===== config.mk =====
export PLATFORM = sky130hd
export DESIGN_NAME = hdlc_rx_deframer
export DESIGN_NICKNAME = d
export VERILOG_FILES = /design/src/rtl/hdlcrx_pkg.sv /design/src/rtl/hdlcrx_feed.sv /design/src/rtl/hdlcrx_hunt.sv /design/src/rtl/hdlcrx_collect.sv /design/src/rtl/hdlc_rx_deframer.sv
export SDC_FILE = /design/constraint.sdc
export NUM_CORES = 1
export LEC_CHECK = 0
export BUFFER_PORTS_ARGS = -buffer_cell sky130_fd_sc_hd__buf_2
export CAP_MARGIN = 5
export CELL_PAD_IN_SITES_DETAIL_PLACEMENT = 1
export CELL_PAD_IN_SITES_GLOBAL_PLACEMENT = 2
export CORE_UTILIZATION = 25
export DETAILED_ROUTE_END_ITERATION = 8
export PLACE_DENSITY_LB_ADDON = 0.1
export REMOVE_ABC_BUFFERS = 1
export SLEW_MARGIN = 20
export SYNTH_ARGS = -nofsm -noshare
export SYNTH_HDL_FRONTEND = slang
export SYNTH_SLANG_ARGS = --single-unit

===== constraint.sdc =====
create_clock -name clk -period 2.43 [get_ports clk]
set_input_delay 0.1215 -clock clk [delete_from_list [all_inputs] [get_ports clk]]
set_output_delay 0.1215 -clock clk [all_outputs]
set_load 0.02 [all_outputs]

===== src/rtl/hdlcrx_pkg.sv =====
package hdlcrx_pkg;

    typedef enum logic [1:0] {
        HS_ZERO     = 2'd0,
        HS_FLAGSRCH = 2'd1,
        HS_FLAGSEEN = 2'd2,
        HS_INFRAME  = 2'd3
    } hunt_state_e;

    localparam logic [15:0] FCS_POLY = 16'h8408;
    localparam logic [15:0] FCS_SEED = 16'hFFFF;
    localparam logic [15:0] FCS_GOOD = 16'hF0B8;

    // One byte through the reflected CRC, LSB first
    function automatic logic [15:0] fcs_step(input logic [15:0] crc_in, input logic [7:0] data);
        logic [15:0] c;
        c = crc_in;
        for (int i = 0; i < 8; i++) begin
            if (c[0] ^ data[i]) c = (c >> 1) ^ FCS_POLY;
            else                c = c >> 1;
        end
        return c;
    endfunction

endpackage


===== src/rtl/hdlcrx_feed.sv =====
module hdlcrx_feed #(
    parameter int          WORD_W    = 32,
    parameter int          LANES     = 2,
    parameter int          SEL_W     = 1,
    parameter logic [7:0]  IDLE_BYTE = 8'hFF
) (
    input  logic              clk,
    input  logic              rst_n,
    input  logic              in_valid,
    input  logic [WORD_W-1:0] in_word,
    input  logic [SEL_W-1:0]  lane_sel,
    output logic              in_ready,
    output logic              bit_stb,
    output logic              bit_val,
    output logic              resync
);
    localparam int CNT_W = 4;

    logic [7:0]       lane_b [LANES];
    logic [7:0]       pick;
    logic [7:0]       shreg_q;
    logic [CNT_W-1:0] left_q;
    logic             resync_q;

    for (genvar g = 0; g < LANES; g++) begin : g_lane
        assign lane_b[g] = in_word[g*8 +: 8];
    end

    always_comb pick = lane_b[lane_sel];

    assign in_ready = (left_q == '0);
    assign bit_stb  = (left_q != '0);
    assign bit_val  = shreg_q[0];
    assign resync   = resync_q;

    always_ff @(posedge clk or negedge rst_n) begin
        if (!rst_n) begin
            shreg_q  <= '0;
            left_q   <= '0;
            resync_q <= 1'b0;
        end else begin
            resync_q <= 1'b0;
            if (in_valid && in_ready) begin
                if (pick == IDLE_BYTE) begin
                    resync_q <= 1'b1;
                end else begin
                    shreg_q <= pick;
                    left_q  <= CNT_W'(8);
                end
            end else if (left_q != '0) begin
                shreg_q <= shreg_q >> 1;
                left_q  <= left_q - 1'b1;
            end
        end
    end

    // a non-idle byte blocks the input while its bits are walked
    a_r13_busy_after_accept: assert property (@(posedge clk) disable iff (!rst_n)
        (in_valid && in_ready && pick != IDLE_BYTE) |=> !in_ready);

endmodule


===== src/rtl/hdlcrx_hunt.sv =====
module hdlcrx_hunt
    import hdlcrx_pkg::*;
(
    input  logic       clk,
    input  logic       rst_n,
    input  logic       bit_stb,
    input  logic       bit_val,
    input  logic       resync,
    input  logic       frame_full,
    output logic       ev_byte,
    output logic [7:0] ev_data,
    output logic       ev_first,
    output logic       ev_close,
    output logic       ev_misalign,
    output logic       ev_toolong,
    output logic       ev_kill
);
    hunt_state_e state_q, state_n;
    logic [2:0]  ones_q, ones_n, ones_inc;
    logic [7:0]  acc_q, acc_n;
    logic [2:0]  nbits_q, nbits_n;
    logic        keep;

    assign ones_inc = (ones_q == 3'd7) ? 3'd7 : ones_q + 3'd1;

    always_ff @(posedge clk or negedge rst_n) begin
        if (!rst_n) begin
            state_q <= HS_ZERO;
            ones_q  <= '0;
            acc_q   <= '0;
            nbits_q <= '0;
        end else begin
            state_q <= state_n;
            ones_q  <= ones_n;
            acc_q   <= acc_n;
            nbits_q <= nbits_n;
        end
    end

    always_comb begin
        state_n     = state_q;
        ones_n      = ones_q;
        acc_n       = acc_q;
        nbits_n     = nbits_q;
        keep        = 1'b0;
        ev_byte     = 1'b0;
        ev_first    = 1'b0;
        ev_close    = 1'b0;
        ev_misalign = 1'b0;
        ev_toolong  = 1'b0;
        ev_kill     = 1'b0;
        if (resync) begin
            ev_kill = (state_q == HS_INFRAME);
            state_n = HS_ZERO;
            ones_n  = '0;
            nbits_n = '0;
        end else if (bit_stb) begin
            unique case (state_q)
                HS_ZERO: begin
                    if (bit_val) begin
                        ones_n = ones_inc;
                    end else begin
                        ones_n  = '0;
                        state_n = HS_FLAGSRCH;
                    end
                end
                HS_FLAGSRCH: begin
                    if (bit_val) begin
                        ones_n = ones_inc;
                        if (ones_q >= 3'd6) state_n = HS_ZERO;
                    end else begin
                        if (ones_q == 3'd6) begin
                            state_n = HS_FLAGSEEN;
                            nbits_n = '0;
                            acc_n   = '0;
                        end
                        ones_n = '0;
                    end
                end
                HS_FLAGSEEN: begin
                    if (bit_val) begin
                        ones_n = ones_inc;
                        if (ones_q >= 3'd6) state_n = HS_ZERO;
                        else                keep    = 1'b1;
                    end else begin
                        if (ones_q == 3'd6) begin
                            nbits_n = '0;
                            acc_n   = '0;
                        end else if (ones_q != 3'd5) begin
                            keep = 1'b1;
                        end
                        ones_n = '0;
                    end
                end
                HS_INFRAME: begin
                    if (bit_val) begin
                        ones_n = ones_inc;
                        if (ones_q >= 3'd6) begin
                            state_n = HS_ZERO;
                            nbits_n = '0;
                            ev_kill = 1'b1;
                        end else begin
                            keep = 1'b1;
                        end
                    end else begin
                        if (ones_q == 3'd6) begin
                            // flag bits 0,1x6 were kept: aligned data leaves 7 here
                            if (nbits_q == 3'd7) begin
                                ev_close = 1'b1;
                                state_n  = HS_FLAGSEEN;
                            end else begin
                                ev_misalign = 1'b1;
                                state_n     = HS_FLAGSRCH;
                            end
                            nbits_n = '0;
                            acc_n   = '0;
                        end else if (ones_q != 3'd5) begin
                            keep = 1'b1;
                        end
                        ones_n = '0;
                    end
                end
            endcase
            if (keep) begin
                acc_n   = {bit_val, acc_q[7:1]};
                nbits_n = nbits_q + 3'd1;
                if (nbits_q == 3'd7) begin
                    if (state_q == HS_FLAGSEEN) begin
                        ev_byte  = 1'b1;
                        ev_first = 1'b1;
                        state_n  = HS_INFRAME;
                    end else if (frame_full) begin
                        ev_toolong = 1'b1;
                        state_n    = HS_FLAGSRCH;
                        nbits_n    = '0;
                    end else begin
                        ev_byte = 1'b1;
                    end
                end
            end
        end
    end

    assign ev_data = acc_n;

    // idle byte lands in zero-search
    a_r3_resync_zero: assert property (@(posedge clk) disable iff (!rst_n)
        resync |=> state_q == HS_ZERO);
    // zero-search only leaves towards flag-search
    a_r4_zero_exit: assert property (@(posedge clk) disable iff (!rst_n)
        state_q == HS_ZERO |=> (state_q == HS_ZERO || state_q == HS_FLAGSRCH));
    // seventh one aborts
    a_r5_abort_zero: assert property (@(posedge clk) disable iff (!rst_n)
        (bit_stb && !resync && bit_val && ones_q >= 3'd6) |=> state_q == HS_ZERO);

endmodule


===== src/rtl/hdlcrx_collect.sv =====
module hdlcrx_collect
    import hdlcrx_pkg::*;
#(
    parameter int MAX_LEN = 32,
    parameter int ERR_W   = 16,
    parameter int LEN_W   = 6
) (
    input  logic             clk,
    input  logic             rst_n,
    input  logic             ev_byte,
    input  logic [7:0]       ev_data,
    input  logic             ev_first,
    input  logic             ev_close,
    input  logic             ev_misalign,
    input  logic             ev_toolong,
    input  logic             ev_kill,
    output logic             frame_full,
    output logic             out_valid,
    output logic [7:0]       out_byte,
    output logic             out_sof,
    output logic             frm_end,
    output logic             frm_good,
    output logic [LEN_W-1:0] frm_len,
    output logic [ERR_W-1:0] err_cnt
);
    localparam int LAG = 2;
    localparam logic [LEN_W-1:0] HOLD_MAX = LEN_W'(MAX_LEN + LAG);
    localparam logic [LEN_W-1:0] MIN_RX   = LEN_W'(LAG + 1);

    logic [15:0]      crc_q;
    logic [LEN_W-1:0] cnt_q;
    logic [7:0]       hold_q [LAG];
    logic             started_q;
    logic             close_ok;
    logic             err_bump;

    assign frame_full = (cnt_q == HOLD_MAX);
    assign close_ok   = (crc_q == FCS_GOOD) && (cnt_q >= MIN_RX);
    assign err_bump   = (ev_close && !close_ok) || ev_misalign || ev_toolong;

    always_ff @(posedge clk or negedge rst_n) begin
        if (!rst_n) begin
            crc_q     <= FCS_SEED;
            cnt_q     <= '0;
            started_q <= 1'b0;
            out_valid <= 1'b0;
            out_byte  <= '0;
            out_sof   <= 1'b0;
            frm_end   <= 1'b0;
            frm_good  <= 1'b0;
            frm_len   <= '0;
            err_cnt   <= '0;
            for (int i = 0; i < LAG; i++) hold_q[i] <= '0;
        end else begin
            out_valid <= 1'b0;
            out_sof   <= 1'b0;
            frm_end   <= 1'b0;
            frm_good  <= 1'b0;
            if (ev_byte) begin
                hold_q[0] <= hold_q[1];
                hold_q[1] <= ev_data;
                if (ev_first) begin
                    crc_q     <= fcs_step(FCS_SEED, ev_data);
                    cnt_q     <= LEN_W'(1);
                    started_q <= 1'b0;
                end else begin
                    crc_q <= fcs_step(crc_q, ev_data);
                    cnt_q <= cnt_q + 1'b1;
                    if (cnt_q >= LEN_W'(LAG)) begin
                        out_valid <= 1'b1;
                        out_byte  <= hold_q[0];
                        out_sof   <= !started_q;
                        started_q <= 1'b1;
                    end
                end
            end
            if (ev_close) begin
                frm_end  <= 1'b1;
                frm_good <= close_ok;
                frm_len  <= close_ok ? cnt_q - LEN_W'(LAG) : '0;
            end
            if (ev_misalign || ev_toolong || ev_kill) begin
                frm_end <= 1'b1;
                frm_len <= '0;
            end
            if (err_bump && err_cnt != '1) err_cnt <= err_cnt + 1'b1;
        end
    end

    // a good verdict always comes with an end and a non-zero length
    a_r8_good_has_end: assert property (@(posedge clk) disable iff (!rst_n)
        frm_good |-> (frm_end && frm_len != '0));
    // first-byte marker only on a delivered byte
    a_r7_sof_on_byte: assert property (@(posedge clk) disable iff (!rst_n)
        out_sof |-> out_valid);
    // byte delivery and frame end never share a cycle
    a_r7_no_overlap: assert property (@(posedge clk) disable iff (!rst_n)
        !(out_valid && frm_end));
    // error count moves by at most one
    a_r9_err_step: assert property (@(posedge clk) disable iff (!rst_n)
        (err_cnt == $past(err_cnt)) || (err_cnt == $past(err_cnt) + 1'b1));

endmodule


===== src/rtl/hdlc_rx_deframer.sv =====
module hdlc_rx_deframer #(
    parameter int  WORD_W  = 32,
    parameter int  LANES   = 2,
    parameter int  MAX_LEN = 32,
    parameter int  ERR_W   = 16,
    localparam int SEL_W   = (LANES > 1) ? $clog2(LANES) : 1,
    localparam int LEN_W   = $clog2(MAX_LEN + 3)
) (
    input  logic              clk,
    input  logic              rst_n,
    input  logic              in_valid,
    output logic              in_ready,
    input  logic [WORD_W-1:0] in_word,
    input  logic [SEL_W-1:0]  lane_sel,
    output logic              out_valid,
    output logic [7:0]        out_byte,
    output logic              out_sof,
    output logic              frm_end,
    output logic              frm_good,
    output logic [LEN_W-1:0]  frm_len,
    output logic [ERR_W-1:0]  err_cnt
);
    logic       bit_stb, bit_val, resync, frame_full;
    logic       ev_byte, ev_first, ev_close, ev_misalign, ev_toolong, ev_kill;
    logic [7:0] ev_data;

    hdlcrx_feed #(
        .WORD_W   (WORD_W),
        .LANES    (LANES),
        .SEL_W    (SEL_W),
        .IDLE_BYTE(8'hFF)
    ) i_feed (
        .clk     (clk),
        .rst_n   (rst_n),
        .in_valid(in_valid),
        .in_word (in_word),
        .lane_sel(lane_sel),
        .in_ready(in_ready),
        .bit_stb (bit_stb),
        .bit_val (bit_val),
        .resync  (resync)
    );

    hdlcrx_hunt i_hunt (
        .clk        (clk),
        .rst_n      (rst_n),
        .bit_stb    (bit_stb),
        .bit_val    (bit_val),
        .resync     (resync),
        .frame_full (frame_full),
        .ev_byte    (ev_byte),
        .ev_data    (ev_data),
        .ev_first   (ev_first),
        .ev_close   (ev_close),
        .ev_misalign(ev_misalign),
        .ev_toolong (ev_toolong),
        .ev_kill    (ev_kill)
    );

    hdlcrx_collect #(
        .MAX_LEN(MAX_LEN),
        .ERR_W  (ERR_W),
        .LEN_W  (LEN_W)
    ) i_collect (
        .clk        (clk),
        .rst_n      (rst_n),
        .ev_byte    (ev_byte),
        .ev_data    (ev_data),
        .ev_first   (ev_first),
        .ev_close   (ev_close),
        .ev_misalign(ev_misalign),
        .ev_toolong (ev_toolong),
        .ev_kill    (ev_kill),
        .frame_full (frame_full),
        .out_valid  (out_valid),
        .out_byte   (out_byte),
        .out_sof    (out_sof),
        .frm_end    (frm_end),
        .frm_good   (frm_good),
        .frm_len    (frm_len),
        .err_cnt    (err_cnt)
    );

endmodule


==> results of run 1 <==
[power groups by stage]
stage | Clock, uW | Combinational (uW) | Sequential, uW
floorplan | 0 | 376 | 1900
global placement | 0 | 761 | 1890
detailed placement | 0 | 778 | 1900
CTS | 1550 | 883 | 1880
global route | 1600 | 1050 | 1890
finish | 1480 | 940 | 1870
[path summary, 6_finish.rpt]
check | endpoint | slack, ns | cells after the start
min | i_feed.left_q[3]$_DFFE_PN0P_ | 0.15 | 3
min reg2reg | i_collect.out_sof$_DFF_PN0_ | 0.43 | 1
min in group asynchronous | i_hunt.state_q[1]$_DFFE_PN0P_ | 0.30 | 2
max reg2reg | i_collect.crc_q[12]$_DFFE_PN1P_ | -0.05 | 10
max | i_collect.crc_q[12]$_DFFE_PN1P_ | -0.05 | 10
max in group asynchronous | i_collect.crc_q[2]$_DFFE_PN1P_ | 1.43 | 3
[worst register-to-register path, cell delays in order, from the launching register on]
cell and delay, ns:
dfrtp_1 0.39, inv_2 0.09, ha_4 0.13, or3b_4 0.38, buf_6 0.14, nand3b_1 0.15, mux2i_1 0.12, or3_4 0.35
o211ai_2 0.07, or3b_4 0.39, a22o_1 0.18
[cells by family (layout without fill, tap and decap cells)]
family / after synthesis / count (layout) / synth area share (%)
buffers and inverters: 44 / 204 / 4.04
AO/OA/AOI/OAI: 124 / 124 / 15.7
XOR/XNOR: 46 / 46 / 8.86
adder cells (fa/ha/maj): 16 / 16 / 3.54
AND/OR/NAND/NOR: 224 / 225 / 18.5
multiplexers: 20 / 20 / 3.85
flip-flops: 102 / 102 / 45.4
[per-stage QoR]
stage | total power (uW) | setup TNS (ns) | setup WS [ns] | instances | utilization (%)
6_report | 4290 | -0.135 | -0.0476 | 1017 | 35.0
2_1_floorplan | 2270 | -18.17 | -0.723 | 553 | -
4_1_cts | 4310 | -0.260 | -0.111 | 1004 | 33.5
3_3_place_gp | 2650 | -3.25 | -0.194 | 971 | 30.9
5_1_grt | 4540 | -1.67 | -0.143 | 1017 | 35.0
3_5_place_dp | 2680 | -3.93 | -0.213 | 971 | 30.9
[placed cells by master, fill, tap and decap left out, types with 7 or more instances in the layout]
cell,Yosys,layout
nand3_2,1,7
o21ai_0,36,30
ha_1,16,11
buf_4,1,96
buf_6,2,14
buf_2,9,53
nand2_1,108,101
clkbuf_16,0,9
mux2i_1,9,9
mux2_4,1,9
dfstp_2,16,16
o21ai_1,2,7
dfrtp_1,86,84
nor2_1,46,39
nand3_1,21,14
inv_1,19,16
xnor2_1,23,20
a21oi_1,28,28
xor2_1,15,15
[state kept, by name, indices dropped and copies added, names as in the netlist, 3 cells and up]
register	count
i_collect.err_cnt	16
i_hunt.ones_q	3
i_collect.out_byte	8
i_feed.shreg_q	8
i_hunt.acc_q	8
i_collect.crc_q	16
i_hunt.nbits_q	3
i_feed.left_q	4
i_collect.hold_q	16
i_collect.frm_len	6
i_collect.cnt_q	6
[what timing repair did]
action | in CTS | in global routing
setup endpoints to repair | 43 | 46
pin swaps | 21 | 21
resized for setup | 42 | 58
hold buffers | 1 | 0
endpoints found under the hold margin | 34 | 0
cloned | 0 | 2
setup buffers | 16 | 11
[per-layer routing]
metal / vias up / GRT usage (%)
met5: - / 0
met4: 0 / 5.19
met3: 18 / 1.96
met2: 84 / 26.4
met1: 2373 / 19.5
li1: 2313 / -
[final cells by class]
type | count | area [um^2]
Timing Repair Buffer | 167 | 1210
Inverter | 21 | 80.1
Sequential cell | 102 | 2570
Clock buffer | 10 | 239
Tap cell | 280 | 350
Fill cell | 2493 | 14300
Multi-Input combinational cell | 431 | 3200
Clock inverter | 6 | 50.0
==> reports/metrics.csv, run 1 <==
metric;value;unit
wl_met2;8450;um
netlist_instances;576;
core_area;22000;um^2
path_cells;inv_2 -> ha_4 -> or3b_4 -> buf_6 -> nand3b_1 -> mux2i_1 -> or3_4 -> o211ai_2 -> or3b_4 -> a22o_1;
slew_viol_final;0;
tightest_slew;0.562;ns
hold_ws;0.148;ns
critPathBufInv;2;
cts_max_path_buffers;2;
numCtsBuffers;9;
required;2.72;ns
synth.area.top_cells;dfrtp_1 (38%), dfstp_2 (7.4%), nand2_1 (7.2%), xnor2_1 (3.6%), ha_1 (3.5%);
start_kind;flop;
synth_common_cells;nand2_1 (108), dfrtp_1 (86), nor2_1 (46);
end_kind;flop;
die_y;152;um
cts_root_buf;clkbuf_16;
design_area;7700;um^2
cts_tree;done;
rows;54;
hold_viol;0;
cpMostUsedCell;or3b_4;
setup_slack;-0.0476;ns
antenna_found_initial;0;
p_leak;0.00372;uW
place_congestion;0.803;
max_cap_violations;0;
ant_nets;0;
synth_ff_type;dfrtp_1;
rr_startpoint;i_feed.left_q[0]$_DFFE_PN0P_;
async_reset_ff_share;100;%
p_switching;1300;uW
yosysSeqAreaShare;45.4;%
grt_max_degree;39;
p_sw_share;30.3;%
fp.dieW;152;um
cp_max_fo;5;
portBuffers;54;
status;complete, but fails checks;
drt_iter0_drc;142;
grt-ovfl-total;0;
placed_area;6800;um^2
violations;negative setup slack;
rsz0062_at_grt;yes;
critPathTopFamily;simple AND/OR/NAND/NOR gates;
nNetsFinal;784;
ioPinCount;71;
drt-met1-wl;7970;um
path_class;reg -> reg;
drc;0;
via_per_inst;4.71;
grt_pass1_wl;28000;um
syn_area_per_cell;9.83;um^2
clkTransAtPathRegs;0.08;ns
wirelength;17200;um
dp_hpwl;12300;um
yosysWarningCount;0;
dr_total_vias;4788;
synth_seq_cells;102;
cp-startpoint;i_feed.left_q[0]$_DFFE_PN0P_;
ys_types;83;
antenna_cells;0;
synth_edf_count;0;
combPwrFrac;21.9;%
routed-wl-met3;457;um
fin_crit;2.48;ns
ir_drop;333;uV
syn_to_final_growth;36.0;%
worst_skew_pair.late_latency;0.36;ns
start_util;25.7;%
crit_path_max_incr_delay;0.39;ns
wl_per_cell;16.9;um
clock.fmax;404;MHz
period_share;102;%
cts_sinks;102;
critPathArrivalTime;2.77;ns
synth_top_area_share;38.0;%
setup_viol;3;
synth_area;5660;um^2
grt_util_all_layers;15.2;%
synth.most_common_cell;nand2_1;
dieArea;23200;um^2
grt_pass1_vias;5169;
worst_clock_skew;0.0113;ns
power_frac_seq;43.6;%
topRoutingLayerUsed;met4;
yosys.area.top_type;dfrtp_1;
drive_above_1_share;39.2;%
drtPass1Iterations;7;
relSlewSlack;62.2;%
p_clk_share;34.5;%
hp-class;in -> reg;
crit_slowest_cell;dfrtp_1;
power_density;557;nW/um^2
p_int;2990;uW
h-tree-depth;3;
min_from;in_valid;
No activity file was read; power rests on OpenSTA's default activity.
==> run 2, diff against run 1 <==
==> constraint.sdc (replaced) <==
create_clock -name clk -period 2.8 [get_ports clk]
set_input_delay 0.14 -clock clk [delete_from_list [all_inputs] [get_ports clk]]
set_output_delay 0.14 -clock clk [all_outputs]
set_load 0.02 [all_outputs]
==> reports/metrics.csv, run 2 (synthesized netlist as in run 1, its figures left out) <==
metric;value;unit;change
ioPinCount;71;;unchanged
worst_clock_skew;0.0137;ns;+0.00240 ns
postCtsSetupBuffers;0;;-16
status;finished clean;;
met2_usage;23.7;%;-2.7 points
period_share;94.1;%;-7.9 points
layout.cells.non_filler;940;;-7.6%
critPathArrivalTime;2.91;ns;+0.14 ns
p_leak;0.00323;uW;-13%
regToRegEndpoint;i_collect.crc_q[7]$_DFFE_PN1P_;;
fp.dieW;152;um;unchanged
syn_to_final_growth;19.3;%;
rsz0062_at_grt;no;;
placedCellCount;923;;-4.9%
drive_above_1_share;23.9;%;-15 points
cp-endpoint;i_collect.crc_q[7]$_DFFE_PN1P_;;
hold_viol;0;;unchanged
dieArea;23200;um^2;unchanged
dr_total_vias;4420;;-7.7%
max_cap_violations;0;;unchanged
grt_pass1_vias;4814;;-6.9%
critPathBufInv;2;;unchanged
crit_slowest_cell;or3b_1;;
portBuffers;54;;unchanged
end_kind;flop;;
use_met1;18.9;%;-0.66 points
cts_tree;done;;
final_common_cell;nand2_1;;
grt_pass1_wl;26200;um;-6.3%
final_cell_mix;nand2_1 (108), dfrtp_1 (85), buf_2 (53), nor2_1 (45);;
wl_per_cell;16.5;um;-2.3%
grt_max_degree;50;;+28%
critPathTopFamily;simple AND/OR/NAND/NOR gates;;
cp-startpoint;i_feed.left_q[0]$_DFFE_PN0P_;;
relSlewSlack;50.1;%;-12 points
start_util;25.7;%;unchanged
worst_skew_pair.late_latency;0.36;ns;about the same
design_area;6760;um^2;-12%
fin_setup_tns;0;ns;+0.135 ns
core_area;22000;um^2;unchanged
nNetsFinal;707;;-9.8%
setup_viol;0;;-3
start_kind;flop;;
r2r_cells;10;;unchanged
grt-ovfl-total;0;;unchanged
rr_startpoint;i_feed.left_q[0]$_DFFE_PN0P_;;
crit_path_max_incr_delay;0.47;ns;+0.08 ns
rows;54;;unchanged
die_y;152;um;unchanged
cts_max_path_buffers;2;;unchanged
ant_nets;0;;unchanged
required;3.08;ns;+0.36 ns
drc;0;;unchanged
slew_viol_final;0;;unchanged
h-tree-depth;3;;unchanged
cts_root_buf;clkbuf_16;;
top_usage_layer;met2;;
clock.fmax;380;MHz;-5.9%
dp_hpwl;11000;um;-9.9%
wirelength;15500;um;-9.7%
numCtsBuffers;9;;unchanged
antenna_cells;0;;unchanged
top_regs;i_collect.crc_q (16), i_collect.err_cnt (16), i_collect.hold_q (16);;
hp-class;in -> reg;;
place_congestion;0.787;;-2.1%
placed_area;6420;um^2;-5.5%
via_per_inst;4.70;;-0.12%
drtPass1Iterations;6;;-1
path_cells;inv_1 -> ha_1 -> or3b_1 -> buf_4 -> nand3b_1 -> mux2_4 -> and3b_4 -> or2_1 -> xnor3_1 -> o22ai_1;;
fin_crit;2.63;ns;+0.156 ns
drt_iter0_drc;185;;+30%
antenna_found_initial;0;;unchanged
ir_drop;210;uV;-37%
cts_sinks;102;;unchanged
path_class;reg -> reg;;
tightest_slew;0.749;ns;+0.187 ns
worst-path-stages;10;;unchanged
grt.met3_usage;2.45;%;+0.48 points
cp_max_fo;5;;unchanged
power_density;512;nW/um^2;-8.2%
rrSetupSlack;0.17;ns;+0.21 ns
clkTransAtPathRegs;0.08;ns;about the same
grt_util_all_layers;14.2;%;-1.1 points
-- run 2: cell type report --
cell class	count	area, um^2
Clock buffer	9	225
Clock inverter	7	63.8
Fill cell	2556	15300
Inverter	21	80.1
Multi-Input combinational cell	430	2900
Sequential cell	102	2570
Tap cell	280	350
Timing Repair Buffer	91	566
-- run 2: worst min-delay path by stage --
stage | startpoint | end | slack [ns] | cells past startpoint
finish | in_word[7] | i_feed.shreg_q[7]$_DFFE_PN0P_ | 0.13 | 3
detailed placement | rst_n | i_collect.frm_len[4]$_DFFE_PN0P_ | 0.27 | 1
floorplan | rst_n | i_collect.cnt_q[0]$_DFFE_PN0P_ | -0.16 | 0
global route | in_word[7] | i_feed.shreg_q[7]$_DFFE_PN0P_ | 0.14 | 3
global placement | rst_n | i_collect.frm_len[3]$_DFFE_PN0P_ | 0.25 | 1
CTS | in_word[7] | i_feed.shreg_q[7]$_DFFE_PN0P_ | 0.13 | 3
-- run 2: per-layer routing --
metal	vias up	share of wire, %	routed length, um
met5	-	0	0
met4	0	0.92	142
met1	2196	49	7580
met3	9	2.9	450
li1	2150	-	-
met2	65	47	7340
-- run 2: repair_timing --
item	4_1_cts	5_1_grt
hold buffers	1	0
pin swaps	0	2
hold endpoints to repair	38	0
setup endpoints to repair	14	19
gates resized for setup	2	6
-- run 2: power breakdown --
group | switching [uW] | internal (uW)
combinational | 321 | 202
clock | 659 | 628
sequential | 89.5 | 1560
-- run 2: worst min-delay path: stages --
cell and delay (ns):
buf_2 0.10, mux2i_1 0.13, o31ai_1 0.08
-- run 2: metrics by stage --
step	setup slack (ns)	power, uW	util [%]	hold slack (ns)
floorplan	-0.353	1970	-	-0.156
global placement	-0.0861	2180	29.2	0.251
global route	0.0113	3660	30.7	0.141
finish	0.166	3460	30.7	0.130
CTS	0.00908	3520	30.6	0.132
detailed placement	-0.111	2200	29.2	0.267
==> run 3, diff against run 2 <==
--- a/config.mk
+++ b/config.mk
@@ -5,13 +5,13 @@
 export SDC_FILE = /design/constraint.sdc
 export NUM_CORES = 1
 export LEC_CHECK = 0
-export BUFFER_PORTS_ARGS = -buffer_cell sky130_fd_sc_hd__buf_2
 export CAP_MARGIN = 5
 export CELL_PAD_IN_SITES_DETAIL_PLACEMENT = 1
 export CELL_PAD_IN_SITES_GLOBAL_PLACEMENT = 2
 export CORE_UTILIZATION = 25
 export DETAILED_ROUTE_END_ITERATION = 8
-export PLACE_DENSITY_LB_ADDON = 0.1
+export DONT_BUFFER_PORTS = 1
+export PLACE_DENSITY = 0.54
 export REMOVE_ABC_BUFFERS = 1
 export SLEW_MARGIN = 20
 export SYNTH_ARGS = -nofsm -noshare
==> reports/metrics.csv, run 3 (synthesized netlist as in run 1, its figures left out) <==
metric;value;unit;change
status;complete, but fails checks;;
violations;design-rule violations;;
worst_skew_pair.late_latency;0.35;ns;about the same
start_util;25.7;%;unchanged
rr_startpoint;i_hunt.ones_q[1]$_DFFE_PN0P_;;
core_area;22000;um^2;unchanged
grt_util_all_layers;13.6;%;-0.56 points
cts_max_path_buffers;2;;unchanged
final_cell_mix;nand2_1 (108), dfrtp_1 (86), nor2_1 (45), buf_4 (37), o21ai_0 (36);;
rrSetupSlack;0.15;ns;about the same
period_share;94.5;%;+0.41 points
cts_tree;done;;
clkTransAtPathRegs;0.07;ns;about the same
ir_drop;256;uV;+22%
rsz0062_at_grt;no;;
cts_root_buf;clkbuf_16;;
fillers;2516;;-1.6%
tightest_slew;0.644;ns;-0.105 ns
place_congestion;0.777;;-1.3%
worst_clock_skew;0.00643;ns;-0.00729 ns
clock.fmax;378;MHz;-0.43%
cp_max_fo;7;;+2
grt_pass1_vias;4577;;-4.9%
regToRegEndpoint;i_collect.crc_q[7]$_DFFE_PN1P_;;
required;3.08;ns;about the same
syn_to_final_growth;16.2;%;
top_regs;i_collect.crc_q (16), i_collect.err_cnt (16), i_collect.hold_q (16);;
relSlewSlack;57.1;%;+7.0 points
crit_slowest_cell;dfrtp_1;;
end_kind;flop;;
wirelength;14900;um;-4.0%
ant_nets;0;;unchanged
max_cap_violations;0;;unchanged
r2r_cells;8;;-2
cp-endpoint;i_collect.crc_q[7]$_DFFE_PN1P_;;
die_y;152;um;unchanged
dieArea;23200;um^2;unchanged
grt_pass1_wl;25100;um;-4.3%
p_leak;0.00300;uW;-7.1%
rows;54;;unchanged
setup_viol;0;;unchanged
seq_area;2570;um^2;about the same
path_cells;ha_2 -> o211ai_2 -> o221a_4 -> mux2_4 -> and3b_4 -> or2_0 -> xnor3_1 -> o22ai_1;;
critPathArrivalTime;2.92;ns;about the same
fin_util;29.9;%;-0.82 points
cp-startpoint;i_hunt.ones_q[1]$_DFFE_PN0P_;;
portBuffers;0;;-100%
via_per_inst;4.76;;+1.2%
hp-class;in -> reg;;
finalPower;3590;uW;+3.9%
nNetsFinal;656;;-7.2%
fin_crit;2.65;ns;+0.0115 ns
hold_ws;0.0247;ns;-0.105 ns
drc;1;;+1
power_density;546;nW/um^2;+6.7%
ioPinCount;71;;unchanged
cts_sinks;102;;unchanged
grt-ovfl-total;0;;unchanged
drt_iter0_drc;186;;+0.54%
grt_max_degree;103;;+110%
crit_path_max_incr_delay;0.46;ns;about the same
final_common_cell;nand2_1;;
path_class;reg -> reg;;
antenna_found_initial;0;;unchanged
start_kind;flop;;
worst-path-stages;8;;-2
fp.dieW;152;um;unchanged
dp_hpwl;10600;um;-4.2%
drive_above_1_share;17.6;%;-6.4 points
hold_viol;0;;unchanged
dr_total_vias;4229;;-4.3%
slew_viol_final;0;;unchanged
multi_input_area;2910;um^2;+0.39%
critPathTopFamily;compound AO/OA/AOI/OAI gates;;
antenna_cells;0;;unchanged
drtPass1Iterations;8;;+2
h-tree-depth;3;;unchanged
wl_per_cell;16.8;um;+1.5%
critPathBufInv;0;;-2
numCtsBuffers;9;;unchanged
run 3: area by class of cell:
| type | count | share of cell area [%] |
|---|---|---|
| Clock buffer | 9 | 3.43 |
| Clock inverter | 7 | 1.58 |
| Inverter | 21 | 1.22 |
| Multi-Input combinational cell | 430 | 44.2 |
| Sequential cell | 102 | 39.1 |
| Tap cell | 280 | 5.33 |
| Timing Repair Buffer | 40 | 5.10 |
run 3: metrics by stage:
stage / cells / cell area (um^2) / worst slack, ns / setup TNS (ns)
5_1_grt: 889 / 6580 / 0.00395 / 0
6_report: 889 / 6580 / 0.155 / 0
3_5_place_dp: 871 / 6170 / -0.146 / -0.425
4_1_cts: 889 / 6550 / 0.0353 / 0
2_1_floorplan: 553 / 5510 / -0.353 / -4.32
3_3_place_gp: 871 / 6160 / 0.0284 / 0
run 3: worst reg2reg max path, cell delays in order (launching register included):
cell and delay (ns):
dfrtp_1 0.46, ha_2 0.27, o211ai_2 0.20, o221a_4 0.26
mux2_4 0.34, and3b_4 0.22, or2_0 0.31, xnor3_1 0.38
o22ai_1 0.15
run 3: report_power, final:
part / internal, uW / switching (uW) / leakage, uW
clock network: 798 / 627 / 0.000155
registers: 1560 / 79.2 / 0.00135
logic: 205 / 323 / 0.00149
total: 2560 / 1030 / 0.00300
run 3: worst min path at each step:
stage                    start                                to  slack, ns  depth (start not counted)
floorplan                rst_n    i_collect.cnt_q[0]$_DFFE_PN0P_      -0.16                          0
global placement         rst_n  i_collect.frm_len[4]$_DFFE_PN0P_      -0.15                          0
detailed placement       rst_n  i_collect.frm_len[4]$_DFFE_PN0P_      -0.15                          0
CTS                 in_word[7]     i_feed.shreg_q[7]$_DFFE_PN0P_       0.01                          2
global route        in_word[7]     i_feed.shreg_q[7]$_DFFE_PN0P_       0.03                          2
finish              in_word[7]     i_feed.shreg_q[7]$_DFFE_PN0P_       0.02                          2
run 3: layer usage:
metal,wire length (um),part of all wire (%),track usage [%]
met5,0,0,0
met4,194,1.3,4.62
met3,470,3.2,2.33
met2,7080,48,22.5
met1,7150,48,18.0
run 3: repair_timing:
item                                   CTS  global route
endpoints found under the hold margin  102             0
setup buffers                            0             0
hold buffers                             2             0
setup endpoints to repair               15            19
resized for setup                        2             5
cloned                                   0             0
